[src/rtl/ovq_pkg.sv]
package ovq_pkg;
  typedef enum logic [1:0] {
    ST_IDLE    = 2'd0,
    ST_HOLDOFF = 2'd1,
    ST_WINDOW  = 2'd2
  } phase_e;

  // strobes from control to datapath
  typedef struct packed {
    logic sample;  // comparator may be looked at this cycle
    logic close;   // switching cycle ends; apply verdict
  } qualCtrl_t;
endpackage

[src/rtl/ovq_control.sv]
module ovq_control
  import ovq_pkg::*;
#(
  parameter int HOLDOFF_TICKS = 200,
  parameter int WINDOW_TICKS  = 50
) (
  input  logic      clk,
  input  logic      rstN,
  input  logic      gateIn,
  output qualCtrl_t ctrl,
  output logic      strobe
);
  localparam int MAX_TICKS = (HOLDOFF_TICKS > WINDOW_TICKS) ? HOLDOFF_TICKS : WINDOW_TICKS;
  localparam int TMR_W     = (MAX_TICKS > 1) ? $clog2(MAX_TICKS) : 1;
  localparam logic [TMR_W-1:0] HOLD_LAST = TMR_W'(HOLDOFF_TICKS - 1);
  localparam logic [TMR_W-1:0] WIN_LAST  = TMR_W'(WINDOW_TICKS - 1);

  phase_e            phase, phaseNext;
  logic [TMR_W-1:0]  timer, timerNext;
  logic              gatePrev;
  logic              fallSeen;
  logic              closeNow;

  assign fallSeen = gatePrev & ~gateIn;

  always_comb begin
    phaseNext = phase;
    timerNext = timer;
    closeNow  = 1'b0;
    unique case (phase)
      ST_IDLE: begin
        if (fallSeen) begin
          phaseNext = ST_HOLDOFF;
          timerNext = '0;
        end
      end
      ST_HOLDOFF: begin
        if (gateIn) begin
          phaseNext = ST_IDLE;
          closeNow  = 1'b1;
        end else if (timer == HOLD_LAST) begin
          phaseNext = ST_WINDOW;
          timerNext = '0;
        end else begin
          timerNext = timer + 1'b1;
        end
      end
      ST_WINDOW: begin
        if (gateIn || (timer == WIN_LAST)) begin
          phaseNext = ST_IDLE;
          closeNow  = 1'b1;
        end else begin
          timerNext = timer + 1'b1;
        end
      end
      default: phaseNext = ST_IDLE;
    endcase
  end

  always_ff @(posedge clk or negedge rstN) begin
    if (!rstN) begin
      phase    <= ST_IDLE;
      timer    <= '0;
      gatePrev <= 1'b0;
    end else begin
      phase    <= phaseNext;
      timer    <= timerNext;
      gatePrev <= gateIn;
    end
  end

  assign strobe      = (phase == ST_WINDOW) & ~gateIn;
  assign ctrl.sample = strobe;
  assign ctrl.close  = closeNow;
endmodule

[src/rtl/ovq_datapath.sv]
module ovq_datapath
  import ovq_pkg::*;
#(
  parameter int TRIP_COUNT  = 4,
  parameter int SYNC_STAGES = 2,
  parameter int CNT_W       = 3
) (
  input  logic             clk,
  input  logic             rstN,
  input  logic             cmpIn,
  input  logic             gateIn,
  input  qualCtrl_t        ctrl,
  output logic [CNT_W-1:0] tripCount,
  output logic             faultLatched,
  output logic             gateOut
);
  localparam logic [CNT_W-1:0] CNT_TOP  = CNT_W'(TRIP_COUNT);
  localparam logic [CNT_W-1:0] CNT_PREV = CNT_W'(TRIP_COUNT - 1);

  logic [SYNC_STAGES-1:0] syncReg;
  logic                   cmpSync;
  logic                   hitAcc;
  logic                   verdict;

  generate
    if (SYNC_STAGES == 1) begin : g_sync1
      always_ff @(posedge clk or negedge rstN) begin
        if (!rstN) syncReg <= '0;
        else       syncReg <= cmpIn;
      end
    end else begin : g_syncN
      always_ff @(posedge clk or negedge rstN) begin
        if (!rstN) syncReg <= '0;
        else       syncReg <= {syncReg[SYNC_STAGES-2:0], cmpIn};
      end
    end
  endgenerate

  assign cmpSync = syncReg[SYNC_STAGES-1];
  assign verdict = hitAcc | (ctrl.sample & cmpSync);

  always_ff @(posedge clk or negedge rstN) begin
    if (!rstN) begin
      hitAcc       <= 1'b0;
      tripCount    <= '0;
      faultLatched <= 1'b0;
    end else begin
      hitAcc <= ctrl.close ? 1'b0 : verdict;
      if (ctrl.close) begin
        if (verdict) begin
          if (tripCount != CNT_TOP) tripCount <= tripCount + 1'b1;
          if (tripCount == CNT_PREV) faultLatched <= 1'b1;
        end else begin
          tripCount <= '0;
        end
      end
    end
  end

  assign gateOut = gateIn & ~faultLatched;
endmodule

[src/rtl/ovfault_qualifier.sv]
module ovfault_qualifier
  import ovq_pkg::*;
#(
  parameter int HOLDOFF_TICKS = 200,
  parameter int WINDOW_TICKS  = 50,
  parameter int TRIP_COUNT    = 4,
  parameter int SYNC_STAGES   = 2,
  localparam int CNT_W        = $clog2(TRIP_COUNT + 1)
) (
  input  logic             clk,
  input  logic             rstN,
  input  logic             gateIn,
  input  logic             cmpIn,
  output logic             gateOut,
  output logic             strobe,
  output logic [CNT_W-1:0] tripCount,
  output logic             faultLatched
);
  qualCtrl_t ctrl;

  ovq_control #(
    .HOLDOFF_TICKS(HOLDOFF_TICKS),
    .WINDOW_TICKS (WINDOW_TICKS)
  ) uCtrl (
    .clk   (clk),
    .rstN  (rstN),
    .gateIn(gateIn),
    .ctrl  (ctrl),
    .strobe(strobe)
  );

  ovq_datapath #(
    .TRIP_COUNT (TRIP_COUNT),
    .SYNC_STAGES(SYNC_STAGES),
    .CNT_W      (CNT_W)
  ) uData (
    .clk         (clk),
    .rstN        (rstN),
    .cmpIn       (cmpIn),
    .gateIn      (gateIn),
    .ctrl        (ctrl),
    .tripCount   (tripCount),
    .faultLatched(faultLatched),
    .gateOut     (gateOut)
  );
endmodule

[config.mk]
export PLATFORM = sky130hd
export DESIGN_NAME = ovfault_qualifier
export DESIGN_NICKNAME = d
export VERILOG_FILES = /design/src/rtl/ovq_pkg.sv /design/src/rtl/ovq_control.sv /design/src/rtl/ovq_datapath.sv /design/src/rtl/ovfault_qualifier.sv
export SDC_FILE = /design/constraint.sdc
export NUM_CORES = 1
export LEC_CHECK = 0
export BUFFER_PORTS_ARGS = -buffer_cell sky130_fd_sc_hd__buf_2
export CAP_MARGIN = 15
export CORE_ASPECT_RATIO = 0.6
export CORE_MARGIN = 2
export CORE_UTILIZATION = 35
export CTS_CLUSTER_SIZE = 25
export DETAILED_ROUTE_END_ITERATION = 16
export GPL_TIMING_DRIVEN = 0
export PLACE_DENSITY = 0.65
export SLEW_MARGIN = 5
export SYNTH_ARGS = -nofsm -noshare
export SYNTH_HDL_FRONTEND = slang
export SYNTH_SLANG_ARGS = --single-unit
[constraint.sdc]
create_clock -name clk -period 2.17 [get_ports clk]
set_clock_uncertainty 0.1 [all_clocks]
set_input_delay 0.217 -clock clk [delete_from_list [all_inputs] [get_ports clk]]
set_output_delay 0.217 -clock clk [all_outputs]
set_load 0.01 [all_outputs]
Word level (Yosys, flattened, before mapping):

Cells that the tools add are included.
W data, S select, Z words.

* add/sub/neg operators: 2
* bitwise logic cells: 7
* reductions and logical operators: 7
* equal/unequal tests: 12
* multiplexer cells: 16

Operators by type and width (number)
* $mux W8: 4
* $pmux W8 S3: 1
* $add A8 B1 Y8 const B: 1
* $eq A8 B6 Y1 const B: 1
* $eq A8 B8 Y1 const B: 1
* $mux W2: 4
* $mux W3: 2
* $ne A2 B2 Y1 const B: 3
* $pmux W2 S3: 1
* $reduce_and A3 Y1: 2
* $and A1 B1 Y1: 4
* $ne A2 B1 Y1 const B: 2
* $reduce_and A4 Y1: 1
* $add A3 B1 Y3 const B: 1
* $eq A3 B2 Y1 const B: 1
* $mux W1: 3
* $ne A3 B2 Y1 const B: 1
* $ne A3 B3 Y1 const B: 1
* $reduce_bool A3 Y1: 1
* $eq A2 B1 Y1 const B: 1
* $eq A2 B2 Y1 const B: 1
* $logic_not A2 Y1: 1
* $not A1 Y1: 2
* $pmux W1 S2: 1
* other kinds (3): 3

* bits in registers: 18
* input port bits: 4

Longest topological paths before layout:

* word-level depth: 6
* depth in mapped cells: 7

Cells and area by module:

A second synthesis with hierarchy kept.

* cells, all modules: 106
* area total of the unflattened synthesis: 1157.4 um^2

Modules (own cells, without submodules)
* ovq_control: seq. area each 275.3 um^2, times used 1, area an instance 844.6 um^2, cells each 80
* ovq_datapath: seq. area each 175.2 um^2, times used 1, area an instance 312.8 um^2, cells each 26

Worst setup path after synthesis:

No wires, ideal clock.

* path type: register -> register
* start point: register uCtrl.phase[0]
* end point: register uCtrl.timer[6]
* required time: 1.944 ns
* path slack: 0.141 ns
* setup time: 0.126 ns
* data arrival time: 1.803 ns
* stages on the path, launching flop included: 8
* cells stage by stage: dfrtp_1 -> inv_1 -> ha_1 -> nor4_1 -> a21oi_2 -> or2_2 -> buf_4 -> a221o_1

* cells in the longest elaborated chain, start to end: 3

Ends and longest elaborated chain
* start, declared: line ovq_control.sv:18 `phase_e phase, phaseNext;`
* start signal, assigned: line ovq_control.sv:66 `phase <= phaseNext;`
* $eq A2 B2 Y1 (tied with other cells): line ovq_control.sv:30 `unique case (phase)`
* $ne A2 B2 Y1 (no source line) (tied with other cells)
* $reduce_and A4 Y1 (no source line)
* end signal, assigned: line ovq_control.sv:67 `timer <= timerNext;`
* end, declared: line ovq_control.sv:19 `logic [TMR_W-1:0] timer, timerNext;`

Parallel ways exist; a longest one is shown, timed or not.
A chain may end at the register's enable or synchronous reset.

Worst setup path after layout:

* start point: register uCtrl.phase[0]
* end point: register uCtrl.timer[7]

The elaborated chain is that of the path after synthesis.

==> metrics.md <==
| Metric | Value |
|---|---|
| Status | `finished clean` |
| Critical hold path startpoint | `gateIn` |
| Initial Util | `37.62%` |
| # fillers | `287` |
| Crit Path Class | `reg2reg` |
| Syn Nets | `121` |
| Comb power frac | `36.7%` |
| Psw | `0.3719 mW` |
| Initial antenna violation count | `0` |
| Post-synth EDFFs | `0` |
| Slew headroom | `73.37%` |
| GR Util met3 | `3.585%` |
| Drt first pass iters | `4` |
| Cells after Synth | `108` |
| Die Ht | `47.60 um` |
| Worst Hold Depth | `1` |
| Worst Hold End | `uCtrl.gatePrev` |
| Remaining routing DRC violations | `0` |
| Worst Setup Slack, final | `0.1235 ns` |
| Setup-failing EPs final | `0` |
| Via count | `886` |
| GPL Wtd Cong | `0.7976` |
| Worst slew pin tran | `0.3994 ns` |
| CTS Sinks | `18` |
| R2r endpoint | `uCtrl.timer[7]` |
| Die Area | `3648 sq um` |
| Final max-slew violation count | `0` |
| Min-Delay Path Class | `in2reg` |
| Internal Pwr Total | `0.7105 mW` |
| Pin count of the biggest net entering global routing | `19` |
| Critical Path Start Type | `flip-flop` |
| Reg-to-Reg Start | `uCtrl.phase[0]` |
| Final Instance Count excl. Fillers | `165` |
| Final Hold Viols | `0` |
| Total Routed Length | `2231 um` |
| Finished Core Util | `44.97%` |
| Vias in the first global route | `786` |
| Avg Synthesized Cell Area | `10.26 sq um` |
| Total GRT Usage | `13.70%` |
| Hold slack | `0.05544 ns` |
| PortBufs | `9` |
| FF-to-FF path depth | `6` |
| Sequential Power Share | `37.8%` |
| H-tree levels | `1` |
| Sw frac | `34.36%` |
| Slowest-stage cell, CP | `dfrtp_1` |
| Count of nets after finishing | `137` |
| Synth top area cells | `dfrtp_1, ha_1, a221o_1` |
| Critical Path End Type | `flip-flop` |
| Top-count cell post-synth | `dfrtp_1` |
| # diodes | `0` |
| Top_reg_cell synth | `dfrtp_1` |
| Deepest clock path buffer count | `2` |
| Die width | `76.66 um` |
| Area of the mapped netlist | `1109 sq um` |
| Later-pin clock latency in the skew report | `0.26 ns` |
| Inst Count DP | `159` |
| Required time worst endpoint | `2.21 ns` |
| Unique masters post-synth | `38` |
| Synth cell count leaders | `dfrtp_1, ha_1, inv_1, nor2_1` |
| Clock Root Buffer | `clkbuf_8` |
| RSZ-0062 raised after global routing | `false` |
| Core ar. | `2947 sq um` |
| Power per Cell Area | `816.9 nW/um^2` |
| Worst-path clk slew | `0.07 ns` |
| Remaining global-route overflow | `0` |
| Post-route ant nets | `0` |
| Yosys reg bits | `18` |
| Layout cell share with drive strength beyond 1 | `24.39%` |
| Drt via density | `5.370` |
| Layer with the highest usage | `met2` |
| Crit-path max FO | `7` |
| Min cycle time layout | `2.047 ns` |
| Synth async-reset ratio | `100.0%` |
| Lkg Pwr | `0.6167 nW` |
| Iter 0 DRT Violations | `31` |
| Pre-CTS WS | `-0.06007 ns` |
| Cell taking the most area after synthesis | `dfrtp_1` |
| Share of the synthesized area in the top cell type | `40.63%` |
| CTS tree | `yes` |
| Clock share of power | `25.5%` |
| Fmax achieved | `488.6 MHz` |
| DP HPWL | `1690 um` |
| Setup slack, reg-to-reg | `0.12 ns` |
| Arrival time at the worst endpoint | `2.09 ns` |
| VDD IR max | `425.5 uV` |
| Area added between synthesis and finish | `19.53%` |
| Wire per inst | `13.52 um` |
| GR Util met2 | `23.54%` |
| I/O pin cnt | `10` |
| Met1 usage | `17.71%` |
| Period utilization | `94.31%` |
| First-pass GRT wire length | `3726 um` |
| Inserted Clock Buffers | `3` |
| Critical-path cell list | `inv_2 > ha_4 > or4_1 > o21a_1 > nor3b_4 > a221o_1` |
| # rows | `15` |
| Critical path's largest stage delay | `0.42 ns` |
| Seq/Total Area, Yosys | `40.63%` |
| Synth Warn # | `0` |
| Max-Cap Viols | `0` |
power groups by stage:
stage / Clock (mW) / Combinational [mW] / Sequential [mW]
after detailed placement: 0 / 0.346 / 0.413
after floorplan: 0 / 0.255 / 0.411
after global routing: 0.307 / 0.449 / 0.416
after global placement: 0 / 0.333 / 0.409
final: 0.276 / 0.397 / 0.409
after CTS: 0.287 / 0.356 / 0.408
worst max path at each step:
stage                         startpoint             end  slack (ns)  depth (start not counted)
after floorplan           uCtrl.phase[0]  uCtrl.timer[6]        0.14                          7
after global placement    uCtrl.phase[0]  uCtrl.timer[5]       0.004                          7
after detailed placement  uCtrl.phase[0]  uCtrl.timer[7]       -0.06                          7
after CTS                 uCtrl.phase[0]  uCtrl.timer[7]       0.005                          7
after global routing      uCtrl.phase[0]  uCtrl.timer[7]       0.005                          6
final                     uCtrl.phase[0]  uCtrl.timer[7]        0.12                          6
per-layer routing:
metal	vias to the layer above	part of all wire (%)
met5	-	0
met4	0	0.81
met3	3	6.9
met2	35	45
met1	422	47
li1	426	-
through the flow:
| stage | total power, mW | instance area, sq um | TNS [ns] |
|---|---|---|---|
| after floorplan | 0.6652 | 1109 | 0 |
| after global placement | 0.7424 | 1206 | 0 |
| after detailed placement | 0.7587 | 1206 | -0.2418 |
| after CTS | 1.051 | 1290 | 0 |
| after global routing | 1.172 | 1325 | 0 |
| final | 1.082 | 1325 | 0 |
critical path, delay by kind of cell, from the launching register on:
kind            cells  cell delay (ns)
simple gates        2             0.59
compound gates      2             0.54
flops               1             0.42
fa+ha+maj           1             0.20
buf+inv             1             0.09
cells in the final DEF, fill, tap and decap left out, types with 2 or more instances in the layout:
cell and n:
a221o_1 5, a22o_1 2, a31oi_1 5, and3_1 4
buf_2 9, clkbuf_8 4, dfrtp_1 17, dlygate4sd3_1 2
ha_1 6, ha_4 2, inv_1 8, nand2_1 5
nand2b_1 5, nand3_1 3, nor2_1 9, nor2b_1 3
o21a_1 2, o21bai_1 3, or2_2 3
final cells by class:
| class | instances | area (sq um) | area share (%) |
|---|---|---|---|
| inverter | 9 | 33.78 | 2.550 |
| tap | 42 | 52.55 | 3.966 |
| multi-input combinational | 80 | 659.4 | 49.76 |
| timing repair buffer | 12 | 72.57 | 5.477 |
| clock buffer | 4 | 55.05 | 4.155 |
| sequential | 18 | 451.7 | 34.09 |
state kept, by name (all words and copies together) (netlist names):
signal	flops
uCtrl.timer	8
uData.syncReg	2
uData.faultLatched	1
uData.tripCount	3
uData.hitAcc	1
uCtrl.gatePrev	1
uCtrl.phase	2
repair_timing:
item                                   4_1_cts  5_1_grt
endpoints found under the hold margin       19        0
pin swaps                                    1        1
setup endpoints to repair                    6        6
setup buffers                                0        1
gates resized for setup                      2        7
hold buffers                                 2        0
cell families (layout without fill, tap and decap cells):
logic type | after synthesis | count (layout) | share of synthesized area (%)
AND/OR/NAND/NOR | 44 | 44 | 24.15
flip-flops | 18 | 18 | 40.63
multiplexers | 1 | 1 | 1.016
buffers and inverters | 10 | 25 | 3.725
adder cells (fa/ha/maj) | 9 | 9 | 10.16
AO/OA/AOI/OAI | 26 | 26 | 20.32
No activity file was read; power rests on OpenSTA's default activity.
